$ cat config.mk
export PLATFORM = sky130hd
export DESIGN_NAME = elev_car_fsm
export DESIGN_NICKNAME = d
export VERILOG_FILES = /design/src/rtl/elev_pkg.sv /design/src/rtl/elev_cfg_decode.sv /design/src/rtl/elev_req_latch.sv /design/src/rtl/elev_target_sel.sv /design/src/rtl/elev_car_fsm.sv
export SDC_FILE = /design/constraint.sdc
export NUM_CORES = 1
export LEC_CHECK = 0
export CAP_MARGIN = 25
export CORE_MARGIN = 5
export CORE_UTILIZATION = 40
export DETAILED_ROUTE_END_ITERATION = 12
export SLEW_MARGIN = 25
export SYNTH_ARGS = -nofsm -noshare
export SYNTH_HDL_FRONTEND = slang
export SYNTH_HIERARCHICAL = 1
export SYNTH_SLANG_ARGS = --single-unit
$ cat constraint.sdc
create_clock -name clk -period 5.07 [get_ports clk]
set_input_delay 1.2675 -clock clk [delete_from_list [all_inputs] [get_ports clk]]
set_output_delay 1.2675 -clock clk [all_outputs]
set_load 0.05 [all_outputs]
$ cat src/rtl/elev_pkg.sv
// Shared types and helpers for the elevator car sequencer.
// Assumes: floor indices are zero-based; the active floor count is never below 2.
package elev_pkg;

    typedef enum logic {
        CAR_OPEN   = 1'b0,
        CAR_MOVING = 1'b1
    } car_mode_e;

    // Map a floor-select code onto an active floor count, clamped to [2, maxf].
    function automatic int active_floors(input int code, input int maxf);
        int n;
        if (code < 3)             n = 2;
        else if (code - 1 > maxf) n = maxf;
        else                      n = code - 1;
        return n;
    endfunction

endpackage

$ cat src/rtl/elev_cfg_decode.sv
// Registers the floor-select code and expands it into per-floor validity masks
// for car buttons, up-calls and down-calls.
// Assumes: the code changes only while the car is parked with the door open.
module elev_cfg_decode #(
    parameter int N     = 15,
    parameter int CFG_W = 5
) (
    input  logic             clk,
    input  logic             rst_n,
    input  logic [CFG_W-1:0] code_i,
    output logic [N-1:0]     floor_mask_o,
    output logic [N-1:0]     up_mask_o,
    output logic [N-1:0]     dn_mask_o
);
    import elev_pkg::*;

    logic [CFG_W-1:0] code_q;
    int               nfl;

    // Capture the code each cycle; reset clears it.
    always_ff @(posedge clk) begin
        if (!rst_n) code_q <= '0;
        else        code_q <= code_i;
    end

    // Decode the captured code into a floor count.
    always_comb nfl = active_floors(int'(code_q), N);

    for (genvar k = 0; k < N; k++) begin : g_mask
        assign floor_mask_o[k] = (k < nfl);
        assign up_mask_o[k]    = (k < nfl - 1);
        assign dn_mask_o[k]    = (k >= 1) && (k < nfl);
    end

    // The two lowest floors are always in service.
    assert_min_floors_R2: assert property (@(posedge clk) disable iff (!rst_n)
        floor_mask_o[1:0] == 2'b11 && !dn_mask_o[0]);

endmodule

$ cat src/rtl/elev_req_latch.sv
// One bank of sticky call bits: each bit is set by a press, dropped when its
// floor leaves the active range, and cleared when served.
// Assumes: set, mask and clear are all synchronous to clk.
module elev_req_latch #(
    parameter int N = 15
) (
    input  logic         clk,
    input  logic         rst_n,
    input  logic [N-1:0] set_i,
    input  logic [N-1:0] mask_i,
    input  logic [N-1:0] clr_i,
    output logic [N-1:0] req_o
);
    logic [N-1:0] req_q;

    for (genvar k = 0; k < N; k++) begin : g_bit
        // Hold, set or drop the call for floor k.
        always_ff @(posedge clk) begin
            if (!rst_n) req_q[k] <= 1'b0;
            else        req_q[k] <= (req_q[k] | set_i[k]) & mask_i[k] & ~clr_i[k];
        end
    end

    assign req_o = req_q;

    // A call outside the active range never survives a clock edge.
    assert_masked_clear_R3: assert property (@(posedge clk) disable iff (!rst_n)
        1'b1 |=> (req_q & ~$past(mask_i)) == '0);

endmodule

$ cat src/rtl/elev_target_sel.sv
// Picks the next stop from the latched calls using the sweep rule, and flags a
// direction flip when only the opposite hall call at the current floor remains.
// Assumes: purely combinational; the caller acts on it only while the door is open.
module elev_target_sel #(
    parameter int N   = 15,
    parameter int FLW = 4
) (
    input  logic [FLW-1:0] pos_i,
    input  logic           svc_up_i,
    input  logic [N-1:0]   car_i,
    input  logic [N-1:0]   up_i,
    input  logic [N-1:0]   dn_i,
    output logic           found_o,
    output logic [FLW-1:0] tgt_o,
    output logic           dir_up_o,
    output logic           flip_o
);
    logic           ua_hit, ub_hit, da_hit, db_hit;
    logic [FLW-1:0] ua_f, ub_f, da_f, db_f;
    int             p;

    // Scan for the four candidate stops around the car.
    always_comb begin
        p = int'(pos_i);
        ua_hit = 1'b0; ua_f = '0;
        ub_hit = 1'b0; ub_f = '0;
        da_hit = 1'b0; da_f = '0;
        db_hit = 1'b0; db_f = '0;
        for (int f = N - 1; f >= 0; f--) begin
            if (f > p && (car_i[f] || up_i[f])) begin ua_hit = 1'b1; ua_f = FLW'(f); end
            if (f < p && up_i[f])               begin db_hit = 1'b1; db_f = FLW'(f); end
        end
        for (int f = 0; f < N; f++) begin
            if (f > p && dn_i[f])               begin ub_hit = 1'b1; ub_f = FLW'(f); end
            if (f < p && (car_i[f] || dn_i[f])) begin da_hit = 1'b1; da_f = FLW'(f); end
        end
    end

    // Rank candidates: current sweep first, then the reverse sweep.
    always_comb begin
        found_o  = 1'b1;
        tgt_o    = '0;
        dir_up_o = svc_up_i;
        if (svc_up_i) begin
            if      (ua_hit) begin tgt_o = ua_f; dir_up_o = 1'b1; end
            else if (ub_hit) begin tgt_o = ub_f; dir_up_o = 1'b0; end
            else if (da_hit) begin tgt_o = da_f; dir_up_o = 1'b0; end
            else if (db_hit) begin tgt_o = db_f; dir_up_o = 1'b1; end
            else             found_o = 1'b0;
        end else begin
            if      (da_hit) begin tgt_o = da_f; dir_up_o = 1'b0; end
            else if (db_hit) begin tgt_o = db_f; dir_up_o = 1'b1; end
            else if (ua_hit) begin tgt_o = ua_f; dir_up_o = 1'b1; end
            else if (ub_hit) begin tgt_o = ub_f; dir_up_o = 1'b0; end
            else             found_o = 1'b0;
        end
        flip_o = !found_o && (svc_up_i ? dn_i[pos_i] : up_i[pos_i]);
    end

endmodule

$ cat src/rtl/elev_car_fsm.sv
// Sequencer for one elevator car: an open and a travelling condition per floor,
// a run-time floor count, sweep-ordered service and edge-triggered arrival.
// Assumes: sensors are synchronous to clk; the floor code changes only while parked.
module elev_car_fsm #(
    parameter  int MAX_FLOORS = 15,
    localparam int CFG_W      = $clog2(MAX_FLOORS + 2),
    localparam int FLW        = $clog2(MAX_FLOORS)
) (
    input  logic                  clk,
    input  logic                  rst_n,
    input  logic [CFG_W-1:0]      floor_code_i,
    input  logic [MAX_FLOORS-1:0] car_btn_i,
    input  logic [MAX_FLOORS-1:0] hall_up_i,
    input  logic [MAX_FLOORS-1:0] hall_dn_i,
    input  logic [MAX_FLOORS-1:0] sensor_i,
    output logic [FLW:0]          state_o,
    output logic                  door_open_o,
    output logic                  dir_up_o
);
    import elev_pkg::*;

    localparam int N = MAX_FLOORS;

    car_mode_e      mode_q;
    logic [FLW-1:0] pos_q, tgt_q;
    logic           svc_up_q;
    logic [N-1:0]   sens_q;

    logic [N-1:0]   floor_mask, up_mask, dn_mask;
    logic [N-1:0]   car_req, up_req, dn_req;
    logic [N-1:0]   here, clr_car, clr_up, clr_dn;
    logic           sel_found, sel_dir, sel_flip, arrive;
    logic [FLW-1:0] sel_tgt;

    elev_cfg_decode #(.N(N), .CFG_W(CFG_W)) i_cfg (
        .clk(clk), .rst_n(rst_n), .code_i(floor_code_i),
        .floor_mask_o(floor_mask), .up_mask_o(up_mask), .dn_mask_o(dn_mask)
    );

    // Discard calls served by the open door at the current floor.
    always_comb begin
        here    = {{(N-1){1'b0}}, 1'b1} << pos_q;
        clr_car = (mode_q == CAR_OPEN) ? here : '0;
        clr_up  = (mode_q == CAR_OPEN &&  svc_up_q) ? here : '0;
        clr_dn  = (mode_q == CAR_OPEN && !svc_up_q) ? here : '0;
    end

    elev_req_latch #(.N(N)) i_car_calls (
        .clk(clk), .rst_n(rst_n), .set_i(car_btn_i), .mask_i(floor_mask),
        .clr_i(clr_car), .req_o(car_req)
    );
    elev_req_latch #(.N(N)) i_up_calls (
        .clk(clk), .rst_n(rst_n), .set_i(hall_up_i), .mask_i(up_mask),
        .clr_i(clr_up), .req_o(up_req)
    );
    elev_req_latch #(.N(N)) i_dn_calls (
        .clk(clk), .rst_n(rst_n), .set_i(hall_dn_i), .mask_i(dn_mask),
        .clr_i(clr_dn), .req_o(dn_req)
    );

    elev_target_sel #(.N(N), .FLW(FLW)) i_sel (
        .pos_i(pos_q), .svc_up_i(svc_up_q), .car_i(car_req), .up_i(up_req),
        .dn_i(dn_req), .found_o(sel_found), .tgt_o(sel_tgt),
        .dir_up_o(sel_dir), .flip_o(sel_flip)
    );

    // Arrival is a rising edge on the sensor of an in-range target floor.
    always_comb arrive = (mode_q == CAR_MOVING) && floor_mask[tgt_q]
                         && sensor_i[tgt_q] && !sens_q[tgt_q];

    // Main state register: depart, arrive or flip direction.
    always_ff @(posedge clk) begin
        if (!rst_n) begin
            mode_q   <= CAR_OPEN;
            pos_q    <= '0;
            tgt_q    <= '0;
            svc_up_q <= 1'b1;
            sens_q   <= '0;
        end else begin
            sens_q <= sensor_i;
            case (mode_q)
                CAR_OPEN: begin
                    if (sel_found) begin
                        mode_q   <= CAR_MOVING;
                        tgt_q    <= sel_tgt;
                        svc_up_q <= sel_dir;
                    end else if (sel_flip) begin
                        svc_up_q <= ~svc_up_q;
                    end
                end
                default: begin
                    if (arrive) begin
                        mode_q <= CAR_OPEN;
                        pos_q  <= tgt_q;
                    end
                end
            endcase
        end
    end

    assign state_o     = {mode_q == CAR_MOVING, (mode_q == CAR_MOVING) ? tgt_q : pos_q};
    assign door_open_o = (mode_q == CAR_OPEN);
    assign dir_up_o    = svc_up_q;

    // Edge on the target sensor lands the car at that floor.
    assert_arrive_on_edge_R6: assert property (@(posedge clk) disable iff (!rst_n)
        (mode_q == CAR_MOVING && floor_mask[tgt_q] && sensor_i[tgt_q] && !sens_q[tgt_q])
        |=> (mode_q == CAR_OPEN && pos_q == $past(tgt_q)));

    // A low target sensor keeps the car travelling.
    assert_no_arrival_without_sensor_R7: assert property (@(posedge clk) disable iff (!rst_n)
        (mode_q == CAR_MOVING && !sensor_i[tgt_q]) |=> mode_q == CAR_MOVING);

    // The service direction is frozen during travel.
    assert_dir_stable_moving_R11: assert property (@(posedge clk) disable iff (!rst_n)
        mode_q == CAR_MOVING |=> $stable(svc_up_q));

    // A departure never targets the floor the car stands at.
    assert_depart_elsewhere_R8: assert property (@(posedge clk) disable iff (!rst_n)
        $rose(mode_q == CAR_MOVING) |-> tgt_q != $past(pos_q));

endmodule

==> flow_summary_export.csv <==
group,metric,value,unit
status,status,"complete, no violations",
sta,hold_viol,0,
worst_setup_path,critPathCaptureType,"flip-flop",
sta,clock.fmax,0.217,GHz
sta,setup_viol,0,
synth,ys_types,102,
worst_setup_path,worst_path_most_repeated_cell,"ha_1",
sta,tightest_slew,0.818,ns
global_route,grt_start_max_net_pins,50,
global_route,grt_pass1_wl,33600,um
floorplanning,core,15200,sq um
drt,drt_first_pass_iters,5,
worst_setup_path,crit_type,"flip-flop to flip-flop",
floorplanning,die_x,134,um
global_route,gr-usage-met3,4.65,%
synth,yosysMostFrequentCell,"nor2_1",
cts,clk_latency,0.35,ns
global_route,grt-ovfl-total,0,
finish,drive_above_1_share,13.9,%
flow_run,timing.max_cap.violations,0,
sta,rsz0062_at_grt,"no",
power,ir_drop,0.167,mV
synth,netlist.area_leader.share,24.3,%
placement,post-place-ws,0.335,ns
cts,htreeDepth,3,
sta,period_share,91.0,%
synth,ys_seq_area_share,24.3,%
cts,clk_pin_slew_worst_paths,0.07,ns
global_route,track_usage,23.8,%
global_route,antenna_found_initial,0,
synth,ys.flop_type,"dfxtp_1",
cts,root_buffer,"clkbuf_16",
global_route,grt_use_met1,31.9,%
drt,wl,21400,um
cts,clock-sinks,75,
drt,remaining_drc_errors,0,
synth,synth_edf_count,0,
floorplanning,fp.dieH,134,um
floorplanning,initial_core_util,40.7,%
finish,num_antenna_cells,0,
synth,yosys-top-cells-count,"108 x nor2_1, 80 x nand2_1, 75 x dfxtp_1",
synth,synthArstFlopShare,0,%
floorplanning,num_io_pins,74,
sta,finalWorstSetupSlack,0.455,ns
placement,dp_hpwl,16700,um
cts,numCtsBuffers,9,
sta,fin_tns_setup,0,ns
finish,fillers,1555,
power,p_leak,2.68,nW
placement,placed_cells,1009,
synth,ys_ff_latch,75,
synth,syn-cell-area,6190,sq um
min_path,hold_path_class,"flip-flop to flip-flop",
power,p_per_area,264,nW/um^2
cts,cts_tree,"done",
finish,area_growth,14.7,%
global_route,grt_pass1_vias,5933,
synth,netlist_instances,789,
drt,ant_nets,0,
sta,clock_skew,0.00774,ns
drt,wire_per_inst,20.9,um
global_route,busiest_layer,"met2",
drt,first_iter_violations,453,
synth,netlist_top_cells_area,"dfxtp_1 24%, nor2_1 6.5%, nand2_1 4.9%",
synth,yosysTopAreaCell,"dfxtp_1",
floorplanning,rows,45,
synth,synth-warning-count,6,
worst_setup_path,critPathMaxStageDelay,0.51,ns
cts,cts_buffer_depth,2,
floorplanning,dieArea,18100,sq um
worst_setup_path,crit_chain,"inv_1 -> ha_1 -> or3b_4 -> a22oi_4 -> and2_1 -> a21boi_1 -> ha_1 -> and2_0 -> nand2_1 -> inv_1 -> ha_1 -> xnor2_1 -> xnor2_1 -> a31oi_1 -> mux4_2 -> o31a_1 -> a22oi_2 -> o22ai_2 -> mux2i_1",
sta,slew_violations,0,
global_route,use_met2,37.7,%
drt,vias_per_cell,6.02,
worst_setup_path,crit_fanout,10,
placement,port_buffers,73,
finish,multi_input_area,4170,sq um
sta,period_minus_slack,4.61,ns
worst_setup_path,startpoint_type,"flip-flop",
finish,final_cells,1025,
placement,place_congestion,0.934,
worst_setup_path,slowest_stage,"mux4_2",
synth,syn_avg_cell_area,7.85,sq um
drt,num_vias,6166,
finish,nets,913,
sta,slew_headroom,45.4,%
finish,regArea,1500,sq um
worst_setup_path,worstPathArrival,4.84,ns
worst_setup_path,cp.required,5.29,ns
==> metrics by stage <==
step           util [%]  instance area, sq um  hold WS [ns]  power (mW)
2_1_floorplan         -                  6220         0.464        1.09
3_3_place_gp       44.8                  6810         0.531        1.24
3_5_place_dp       44.8                  6810         0.537        1.24
4_1_cts            46.7                  7100         0.546        1.88
5_1_grt            46.7                  7100         0.568        1.96
6_report           46.7                  7100         0.548        1.87
==> final cells by class <==
cell class                      instances  area share (%)
Inverter                               25            1.32
Timing Repair Buffer                   83            11.3
Clock buffer                           10            3.37
Multi-Input combinational cell        638            58.8
Tap cell                              188            3.31
Clock inverter                          6           0.758
Sequential cell                        75            21.2
==> worst max-delay path: cells and delay by family, from the launching register on <==
family,cells,cell delay (ns)
buffers and inverters,2,0.22
AO/OA/AOI/OAI,6,1.10
AND/OR/NAND/NOR,4,0.97
multiplexers,2,0.65
flip-flops,1,0.36
adder cells (fa/ha/maj),3,0.91
XOR/XNOR,2,0.27
==> cells in the final DEF (no fill, tap or decap), types with 6 or more instances in the layout <==
| master | netlist | routed |
|---|---|---|
| a21oi_1 | 37 | 37 |
| a31oi_1 | 12 | 12 |
| and2_1 | 25 | 25 |
| and3_1 | 10 | 10 |
| buf_4 | 21 | 10 |
| clkbuf_16 | 0 | 9 |
| clkdlybuf4s50_1 | 0 | 72 |
| conb_1 | 2 | 11 |
| dfxtp_1 | 75 | 74 |
| ha_1 | 14 | 14 |
| inv_1 | 21 | 21 |
| mux2i_1 | 11 | 11 |
| mux4_2 | 9 | 9 |
| nand2_1 | 80 | 80 |
| nand2b_1 | 16 | 16 |
| nand3_1 | 16 | 16 |
| nor2_1 | 108 | 108 |
| nor2b_1 | 11 | 11 |
| nor3_1 | 47 | 47 |
| nor3_2 | 28 | 28 |
| o21a_1 | 12 | 12 |
| o21ai_0 | 33 | 33 |
| o22ai_1 | 10 | 10 |
| or3_1 | 6 | 6 |
==> state kept, by name, indices dropped and copies added, names as in the netlist <==
signal	count
i_car_calls/req_o	15
i_dn_calls/req_o	15
i_up_calls/req_o	15
sens_q	15
i_cfg/code_q	5
pos_q	4
tgt_q	4
dir_up_o	1
mode_q	1
==> report_power, final <==
group | switching (mW) | total [mW] | leakage [nW] | internal [mW]
registers | 0.0836 | 0.711 | 0.618 | 0.627
logic | 0.291 | 0.526 | 1.92 | 0.235
clock network | 0.281 | 0.635 | 0.142 | 0.354
==> cells by family (layout without fill, tap and decap cells) <==
group / count (synthesis) / after routing / synth area share [%]
simple gates: 402 / 402 / 35.6
compound gates: 184 / 184 / 21.9
buf+inv: 85 / 124 / 8.89
flops: 75 / 75 / 24.3
mux: 23 / 23 / 5.60
fa+ha+maj: 14 / 14 / 2.83
xor+xnor: 4 / 4 / 0.869
other cells: 2 / 11 / 0.121
==> metal layers <==
metal / wire length [um] / share of wire (%)
met5: 0 / 0
met4: 746 / 3.5
met3: 1540 / 7.2
met2: 9740 / 45
met1: 9400 / 44
==> final timing paths <==
kind	start	end	slack, ns	cells past startpoint
min reg2reg	i_car_calls/req_o[9]	i_car_calls/req_o[9]	0.55	2
min	i_car_calls/req_o[9]	i_car_calls/req_o[9]	0.55	2
max reg2reg	i_cfg/code_q[0]	pos_q[1]	0.46	19
max	i_cfg/code_q[0]	pos_q[1]	0.46	19
==> timing repair <==
item                                    CTS  global route
hold buffers                              0             0
resized for setup                         0             1
setup buffers                             0             0
endpoints found under the setup margin    0             4
No activity file was read; power rests on OpenSTA's default activity.
